File: config.mk
export PLATFORM = sky130hd
export DESIGN_NAME = rtc_shadow
export DESIGN_NICKNAME = d
export VERILOG_FILES = /design/src/rtl/rtc_pkg.sv /design/src/rtl/rtc_counter.sv /design/src/rtl/rtc_hold.sv /design/src/rtl/rtc_shadow.sv
export SDC_FILE = /design/constraint.sdc
export NUM_CORES = 1
export LEC_CHECK = 0
export BUFFER_PORTS_ARGS = -buffer_cell sky130_fd_sc_hd__buf_4
export CAP_MARGIN = 5
export CORE_UTILIZATION = 49
export CTS_BUF_LIST = sky130_fd_sc_hd__clkbuf_2 sky130_fd_sc_hd__clkbuf_4 sky130_fd_sc_hd__clkbuf_8
export DETAILED_ROUTE_END_ITERATION = 10
export PLACE_DENSITY = 0.66
export REMOVE_ABC_BUFFERS = 1
export SYNTH_ARGS = -nofsm -noshare
export SYNTH_HDL_FRONTEND = slang
export SYNTH_SLANG_ARGS = --single-unit
File: constraint.sdc
create_clock -name clk -period 9.2 [get_ports clk]
set_clock_uncertainty 0.05 [all_clocks]
set_input_delay 0.46 -clock clk [delete_from_list [all_inputs] [get_ports clk]]
set_output_delay 0.46 -clock clk [all_outputs]
set_load 0.01 [all_outputs]
File: src/rtl/rtc_pkg.sv
package rtc_pkg;
  localparam int NFIELD = 7;
  localparam int F_SEC  = 0;
  localparam int F_MIN  = 1;
  localparam int F_HOUR = 2;
  localparam int F_DAY  = 3;
  localparam int F_DATE = 4;
  localparam int F_MON  = 5;
  localparam int F_YEAR = 6;

  typedef logic [NFIELD-1:0][7:0] rtc_regs_t;

  function automatic logic [7:0] bcd_inc(input logic [7:0] v);
    if (v[3:0] >= 4'd9) return {v[7:4] + 4'd1, 4'd0};
    else                return {v[7:4], v[3:0] + 4'd1};
  endfunction

  // ones + 2*tens, modulo 4
  function automatic logic year_is_leap(input logic [7:0] yr);
    logic [1:0] r;
    r = yr[1:0] + {yr[4], 1'b0};
    return (r == 2'd0);
  endfunction

  function automatic logic [7:0] last_date(input logic [7:0] mon, input logic [7:0] yr);
    case (mon)
      8'h02:                      return year_is_leap(yr) ? 8'h29 : 8'h28;
      8'h04, 8'h06, 8'h09, 8'h11: return 8'h30;
      default:                    return 8'h31;
    endcase
  endfunction

  function automatic logic [7:0] field_mask(input int i);
    case (i)
      F_SEC, F_MIN: return 8'h7F;
      F_HOUR:       return 8'h3F;
      F_DAY:        return 8'h07;
      F_DATE:       return 8'h3F;
      F_MON:        return 8'h1F;
      default:      return 8'hFF;
    endcase
  endfunction

  function automatic logic [7:0] field_reset(input int i);
    return (i == F_DAY || i == F_DATE || i == F_MON) ? 8'h01 : 8'h00;
  endfunction
endpackage

File: src/rtl/rtc_counter.sv
module rtc_counter
  import rtc_pkg::*;
(
  input  logic      clk,
  input  logic      rst_n,
  input  logic      tick,
  input  logic      load,
  input  rtc_regs_t load_val,
  output rtc_regs_t cnt
);
  rtc_regs_t nxt;

  always_comb begin
    nxt = cnt;
    if (cnt[F_SEC] >= 8'h59) begin
      nxt[F_SEC] = 8'h00;
      if (cnt[F_MIN] >= 8'h59) begin
        nxt[F_MIN] = 8'h00;
        if (cnt[F_HOUR] >= 8'h23) begin
          nxt[F_HOUR] = 8'h00;
          nxt[F_DAY]  = (cnt[F_DAY] >= 8'h07) ? 8'h01 : cnt[F_DAY] + 8'd1;
          if (cnt[F_DATE] >= last_date(cnt[F_MON], cnt[F_YEAR])) begin
            nxt[F_DATE] = 8'h01;
            if (cnt[F_MON] >= 8'h12) begin
              nxt[F_MON]  = 8'h01;
              nxt[F_YEAR] = (cnt[F_YEAR] >= 8'h99) ? 8'h00 : bcd_inc(cnt[F_YEAR]);
            end else begin
              nxt[F_MON] = bcd_inc(cnt[F_MON]);
            end
          end else begin
            nxt[F_DATE] = bcd_inc(cnt[F_DATE]);
          end
        end else begin
          nxt[F_HOUR] = bcd_inc(cnt[F_HOUR]);
        end
      end else begin
        nxt[F_MIN] = bcd_inc(cnt[F_MIN]);
      end
    end else begin
      nxt[F_SEC] = bcd_inc(cnt[F_SEC]);
    end
  end

  always_ff @(posedge clk) begin
    if (!rst_n) begin
      for (int i = 0; i < NFIELD; i++) cnt[i] <= field_reset(i);
    end else if (load) begin
      cnt <= load_val;
    end else if (tick) begin
      cnt <= nxt;
    end
  end

  // commit copies the holding values, even against a tick
  a_r6_commit_loads: assert property (@(posedge clk) disable iff (!rst_n)
    load |=> cnt == $past(load_val));
  // seconds wrap
  a_r9_sec_wrap: assert property (@(posedge clk) disable iff (!rst_n)
    (tick && !load && cnt[F_SEC] == 8'h59) |=> cnt[F_SEC] == 8'h00);
  // hours wrap at midnight
  a_r9_midnight: assert property (@(posedge clk) disable iff (!rst_n)
    (tick && !load && cnt[F_SEC] == 8'h59 && cnt[F_MIN] == 8'h59 && cnt[F_HOUR] == 8'h23)
      |=> cnt[F_HOUR] == 8'h00);
endmodule

File: src/rtl/rtc_hold.sv
module rtc_hold
  import rtc_pkg::*;
#(
  parameter int ADDR_W = 11
) (
  input  logic              clk,
  input  logic              rst_n,
  input  rtc_regs_t         cnt,
  input  logic              we,
  input  logic              re,
  input  logic [ADDR_W-1:0] addr,
  input  logic [7:0]        wdata,
  output rtc_regs_t         hold,
  output logic              load,
  output logic              rd_valid,
  output logic [7:0]        rd_data
);
  localparam int HI_W = ADDR_W - 3;

  logic [7:0] ctrl;
  logic       in_win, is_ctrl, frozen, loading;
  logic [2:0] off;

  assign off     = addr[2:0];
  assign in_win  = (addr[ADDR_W-1:3] == {HI_W{1'b1}});
  assign is_ctrl = in_win && (off == 3'd0);
  assign frozen  = ctrl[6];
  assign loading = ctrl[7];
  assign load    = we && is_ctrl && loading && !wdata[7];

  always_ff @(posedge clk) begin
    if (!rst_n) begin
      ctrl <= 8'h00;
      for (int i = 0; i < NFIELD; i++) hold[i] <= field_reset(i);
    end else begin
      if (we && is_ctrl) ctrl <= wdata;
      for (int i = 0; i < NFIELD; i++) begin
        if (we && in_win && off == 3'(i + 1) && loading)
          hold[i] <= wdata & field_mask(i);
        else if (!loading && !frozen)
          hold[i] <= cnt[i];
      end
    end
  end

  always_ff @(posedge clk) begin
    if (!rst_n) begin
      rd_valid <= 1'b0;
      rd_data  <= 8'h00;
    end else begin
      rd_valid <= re;
      if (re) begin
        if (!in_win)      rd_data <= 8'h00;
        else if (is_ctrl) rd_data <= ctrl;
        else              rd_data <= hold[off - 3'd1];
      end
    end
  end

  // free-running bank follows the counters one cycle behind
  a_r3_tracks_counters: assert property (@(posedge clk) disable iff (!rst_n)
    (!loading && !frozen) |=> hold == $past(cnt));
  // frozen bank does not move
  a_r4_freeze_stable: assert property (@(posedge clk) disable iff (!rst_n)
    (frozen && !loading) |=> $stable(hold));
endmodule

File: src/rtl/rtc_shadow.sv
module rtc_shadow
  import rtc_pkg::*;
#(
  parameter int ADDR_W = 11
) (
  input  logic              clk,
  input  logic              rst_n,
  input  logic              sec_tick,
  input  logic              bus_we,
  input  logic              bus_re,
  input  logic [ADDR_W-1:0] bus_addr,
  input  logic [7:0]        bus_wdata,
  output logic              rd_valid,
  output logic [7:0]        rd_data
);
  rtc_regs_t cnt, hold;
  logic      load;

  rtc_counter u_cnt (
    .clk      (clk),
    .rst_n    (rst_n),
    .tick     (sec_tick),
    .load     (load),
    .load_val (hold),
    .cnt      (cnt)
  );

  rtc_hold #(.ADDR_W(ADDR_W)) u_hold (
    .clk      (clk),
    .rst_n    (rst_n),
    .cnt      (cnt),
    .we       (bus_we),
    .re       (bus_re),
    .addr     (bus_addr),
    .wdata    (bus_wdata),
    .hold     (hold),
    .load     (load),
    .rd_valid (rd_valid),
    .rd_data  (rd_data)
  );
endmodule

After elaboration in Yosys (flattened, before gate mapping) --
Cells that the tools add are included. Widths: inputs -> output; s select.
Word-level totals: register bits after elaboration 129, output and inout bits 9, input port bits 24
Cells by class: equal/unequal tests 13, reductions and logical operators 56, order comparisons 14, add/sub/neg operators 15, bitwise logic cells 7, muxes and demuxes 57
Operator list (count):
- $mux 8 | 48
- $mux 56 | 2
- $and 8x8->8 | 7
- $add 4x1->4 const B | 12
- $mux 48 | 1
- $mux 40 | 1
- $mux 32 | 1
- $reduce_bool 2->1 | 13
- $bmux 8 s3 | 1
- $ge 4x4->1 const B | 6
- $logic_and 1x1->1 | 20
- $reduce_bool 3->1 | 6
- $eq 8x3->1 const B | 2
- $ge 8x7->1 const B | 2
- $mux 16 | 1
- $pmux 8 s2 | 1
- $eq 3x3->1 const B | 4
- $reduce_and 6->1 | 2
- $reduce_and 5->1 | 2
- $add 8x1->8 const B | 1
- $eq 8x2->1 const B | 1
- $eq 8x4->1 const B | 1
- $eq 8x5->1 const B | 1
- $eq 8x8->1 const B | 1
- other kinds (19) | 25

Logic depth before layout (Yosys ltp) --
depth after elaboration 14, mapped depth 15, mapped depth without buffers 14

Hierarchy --
A second synthesis with hierarchy kept.
Unflattened totals: cell total of the unflattened synthesis 850, area total of the unflattened synthesis 7782.5 um2
Modules (own cells, without submodules):
- rtc_hold | instances 1, area each 4007.6 um2, cells each 405, seq. area each 1461.4 um2
- rtc_counter | instances 1, area each 3774.9 um2, cells each 445, seq. area each 1121.1 um2

Worst setup path after synthesis --
OpenSTA, ideal clock, no wires.
path kind input-to-reg, start point in bus_addr[0], end point reg u_hold.rd_data[2], stages 10, arrival time 2837 ps, library setup time 132 ps, path buffers 2, data required time 9018 ps, slack 6181 ps, path through clkbuf_1 -> inv_1 -> ha_1 -> xnor2_1 -> buf_4 -> mux2_2 -> a221oi_1 -> a21oi_1 -> o21ai_0 -> a21oi_1
On the way: cells in the longest elaborated chain, start to end 5
RTL lines:
- start, declared | RTL line rtc_shadow.sv:11 | input logic [ADDR_W-1:0] bus_addr,
- $sub 3x1->3 | RTL line rtc_hold.sv:55 | else rd_data <= hold[off - 3'd1];
- $bmux 8 s3 | RTL line rtc_hold.sv:55
- $mux 8 (implied by the code) | RTL line rtc_hold.sv:55
- $mux 8 (*) | RTL line rtc_hold.sv:54 | else if (is_ctrl) rd_data <= ctrl;
- $mux 8 (*) | RTL line rtc_hold.sv:53 | if (!in_win) rd_data <= 8'h00;
- end signal, assigned | RTL line rtc_hold.sv:54
- end signal, assigned | RTL line rtc_hold.sv:55
- end, declared | RTL line rtc_hold.sv:16 | output logic [7:0] rd_data
Mark *: on every way between the ends. The rest lies on a longest branch, timed or not. The select of a mux whose other input is x is not followed. A chain may end at the register's enable or synchronous reset.

Worst setup path after layout --
start point reg u_cnt.cnt[40] (netlist name), end point reg u_cnt.cnt[37] (netlist name)
On the way: cells in the longest elaborated chain, start to end 13
RTL lines:
- start, declared | RTL line rtc_counter.sv:9 | output rtc_regs_t cnt
- start signal, assigned | RTL line rtc_counter.sv:48 | cnt <= load_val;
- start signal, assigned | RTL line rtc_counter.sv:50 | cnt <= nxt;
- $eq 8x3->1, or another cell as far along | RTL line rtc_pkg.sv:26 | case (mon)
- $reduce_or 4->1 | RTL line rtc_pkg.sv:26
- $pmux 8 s2 (*) | RTL line rtc_pkg.sv:26
- $mux 8 (*) | RTL line rtc_counter.sv:19 | if (cnt[F_HOUR] >= 8'h23) begin
- $mux 8 (*) | RTL line rtc_counter.sv:17 | if (cnt[F_MIN] >= 8'h59) begin
- $mux 8 (*) | RTL line rtc_counter.sv:15 | if (cnt[F_SEC] >= 8'h59) begin
- $ge 8x8->1 (*) | RTL line rtc_counter.sv:22 | if (cnt[F_DATE] >= last_date(cnt[F_MON], cnt[F_YEAR])) begin
- $mux 8 | RTL line rtc_counter.sv:22
- $mux 32 | RTL line rtc_counter.sv:19
- $mux 40 | RTL line rtc_counter.sv:17
- $mux 48 | RTL line rtc_counter.sv:15
- $mux 56 | RTL line rtc_counter.sv:49 | end else if (tick) begin
- $mux 56 | RTL line rtc_counter.sv:47 | end else if (load) begin
Marked as above.

==> out/metrics.cfg <==
[critical_path]
cpMostUsedCell = nor3_1
critPathBufInv = 1
path_cells = inv_1 -> ha_1 -> o211ai_1 -> a21oi_1 -> a31oi_1 -> nor3_1 -> a21oi_1 -> ha_1 -> nor4b_1 -> nor2_1 -> nor3_1 -> o21ai_4 -> and3_1 -> nor3_1
r2r_cells = 14
crit_path_end_kind = flip-flop
critPathSlowestCell = nor3_1
rr_startpoint = u_cnt.cnt[40]
slowest_delay_ns = 0.57
path_max_fanout = 8
r2r-end = u_cnt.cnt[37]
crit_type = flip-flop to flip-flop
cp.arrival_ns = 3.63
worstSetupStartpointType = flip-flop
cp_data_required_time_ns = 9.51
cpLargestDelayFamily = simple AND/OR/NAND/NOR gates
r2r_slack_ns = 5.88

[clock_tree]
cts_tree = done
cts.sink_count = 129
post_cts_resize_count = 0
cts_made_buffers = 17
cts-htree-levels = 4
clock_latency_ns = 0.44
root_buffer = clkbuf_8
postCtsHoldBufs = 0
clockBufferDepth = 2
post_cts_buffers = 0
clk_pin_slew_ns = 0.08

[timing]
setup_violations = 0
rsz0062_at_grt = false
worstMarginPinSlew_ns = 0.937
period_needed_ns = 3.32
min_period_over_period_pct = 36.1
setup_tns_ns = 0
hold_viol = 0
maxSlewViolCount = 0
fmax_mhz = 301
slew_headroom_pct = 37.6

[logic_synthesis]
synthArstFlopShare_pct = 0
synth.area.top_cells = dfxtp_1 35%, ha_1 6.9%, nand2_1 5.9%, nor2_1 4.7%, a21oi_1 4.3%
yosys_warnings = 0
synthCells = 899
yosys.area_share.simple_pct = 21.4
seq_area_frac_synth_pct = 34.9
yosysTopAreaCell = dfxtp_1
synth_cell_types = 80
synth_adder_area_share_pct = 6.93
synth_edf_count = 0
ys_ff_latch = 129
synthMuxAreaShare_pct = 5.88
synth_top_family_by_area = compound AO/OA/AOI/OAI gates
yosys.area_share.xor_xnor_pct = 0.828
synth-main-ff-cell = dfxtp_1
syn_area_per_cell_sq_um = 8.24
syn_area_sq_mm = 0.00741
synth_top_area_share_pct = 34.9
synth_compound_area_share_pct = 24.0

[floorplan]
num_rows = 44
start_util_pct = 50.6
die_area_sq_mm = 0.0156
design.core.area_sq_mm = 0.0146
dieHeight_microns = 125
die_x_microns = 125
io_pins = 33

[layout]
n_antenna_cell = 0
syn_to_final_growth_pct = 8.19
final_nets = 958
fill_cells = 1329
design_area_sq_mm = 0.00801
layout_common_cells = 129 x dfxtp_1, 116 x nand2_1, 92 x nor2_1
layout-drive-gt1-share_pct = 12.4
layout_commonest_cell = dfxtp_1

[routing]
wl_per_cell_microns = 20.3
route.detailed.drc = 0
num_vias = 6958
drtIter0Drc = 701
vias_per_cell = 6.38
ant_nets = 0
drt-total-wl_microns = 22200
drtPass1Iterations = 5

[worst_hold_path]
hold_path_end = u_hold.rd_valid
worstHoldStart = bus_re
hold_path_class = input pin to flip-flop
min_path_cells = 2

[run_status]
outcome = finished, final reports clean

[global_route]
grt_first_pass_wirelength_microns = 35400
antenna_found_initial = 0
grt_max_degree = 82
grt.overflow.total = 0
grt_pass1_vias = 6569
grt_use_total_pct = 29.1

[placed_design]
gp_congestion = 0.925
place_hpwl_microns = 15100
portBuffers = 32
dpl_cell_area_sq_mm = 0.00764

[power_and_ir_drop]
power.leakage_nw = 3.02
power_density_mw_per_mm2 = 135
peakVddDrop_mv = 0.110

[run]
max_cap_violations = 0

[synth_stat cells (all sizes together) (5+ instances only)]
cell type	number
mux4	8
nand4	5
inv	39
nor3	24
clkbuf	48
nand4b	5
nand2	117
nor4	7
nand3	42
dfxtp	129
a22oi	5
o21ai	45
o211ai	30
and2	6
buf	16
mux2i	15
a31oi	9
a221oi	12
nor2	96
a21oi	64
o211a	19
ha	41
nand2b	9
a311oi	24
mux2	9
a211oi	10
[report_power, final]
| group | switching, mW | total, mW | leakage [nW] | internal (mW) |
|---|---|---|---|---|
| clock | 0.238 | 0.461 | 0.179 | 0.223 |
| combinational | 0.0390 | 0.0592 | 1.80 | 0.0201 |
| sequential | 0.00128 | 0.561 | 1.04 | 0.559 |
[metrics by stage]
| stage | setup WS, ns | util (%) | std cells | power, mW | hold slack [ns] |
|---|---|---|---|---|---|
| 3_5_place_dp | 5.93 | 52.2 | 1058 | 0.632 | 0.413 |
| 4_1_cts | 5.90 | 54.7 | 1090 | 1.09 | 0.237 |
| 6_report | 5.88 | 54.7 | 1090 | 1.08 | 0.252 |
| 5_1_grt | 5.56 | 54.7 | 1090 | 1.12 | 0.243 |
| 3_3_place_gp | 6.02 | 52.2 | 1058 | 0.631 | 0.411 |
| 2_1_floorplan | 6.07 | - | 835 | 0.600 | 0.395 |
[layer usage]
layer	up-vias	wire (microns)	share of wire, %	track usage [%]
met2	317	9930	45	46.1
met4	0	767	3.5	11.3
met1	3314	9820	44	38.4
met5	-	0	0	0
met3	58	1660	7.5	7.15
li1	3269	-	-	-
[worst max-delay path by stage]
stage | cells past startpoint | endpoint | slack (ns) | from
2_1_floorplan | 7 | u_cnt.cnt[13] | 6.07 | bus_addr[0]
3_3_place_gp | 14 | u_cnt.cnt[40] | 6.02 | u_cnt.cnt[40]
5_1_grt | 14 | u_cnt.cnt[40] | 5.56 | u_cnt.cnt[40]
3_5_place_dp | 14 | u_cnt.cnt[40] | 5.93 | u_cnt.cnt[40]
4_1_cts | 14 | u_cnt.cnt[40] | 5.90 | u_cnt.cnt[40]
6_report | 14 | u_cnt.cnt[37] | 5.88 | u_cnt.cnt[40]
[kinds of logic after synthesis]
family                   after synthesis
XOR/XNOR                               7
adder cells (fa/ha/maj)               41
flip-flops                           129
AND/OR/NAND/NOR                      335
buffers and inverters                103
multiplexers                          32
AO/OA/AOI/OAI                        252
[sequential cells by signal, summed over array words and instances, names as in the netlist]
register         flops
u_cnt.cnt           56
u_hold.hold         56
u_hold.rd_valid      1
u_hold.rd_data       8
u_hold.ctrl          8
[final cells by class]
cell class                 instances  area (sq um)  share of cell area (%)
timing repair buffer              39           293                    3.65
multi-input combinational        667          4390                    54.8
tap                              184           230                    2.87
sequential                       129          2580                    32.2
clock buffer                      20           256                    3.20
inverter                          39           146                    1.83
clock inverter                    12           114                    1.42
No activity file was read; power rests on OpenSTA's default activity.
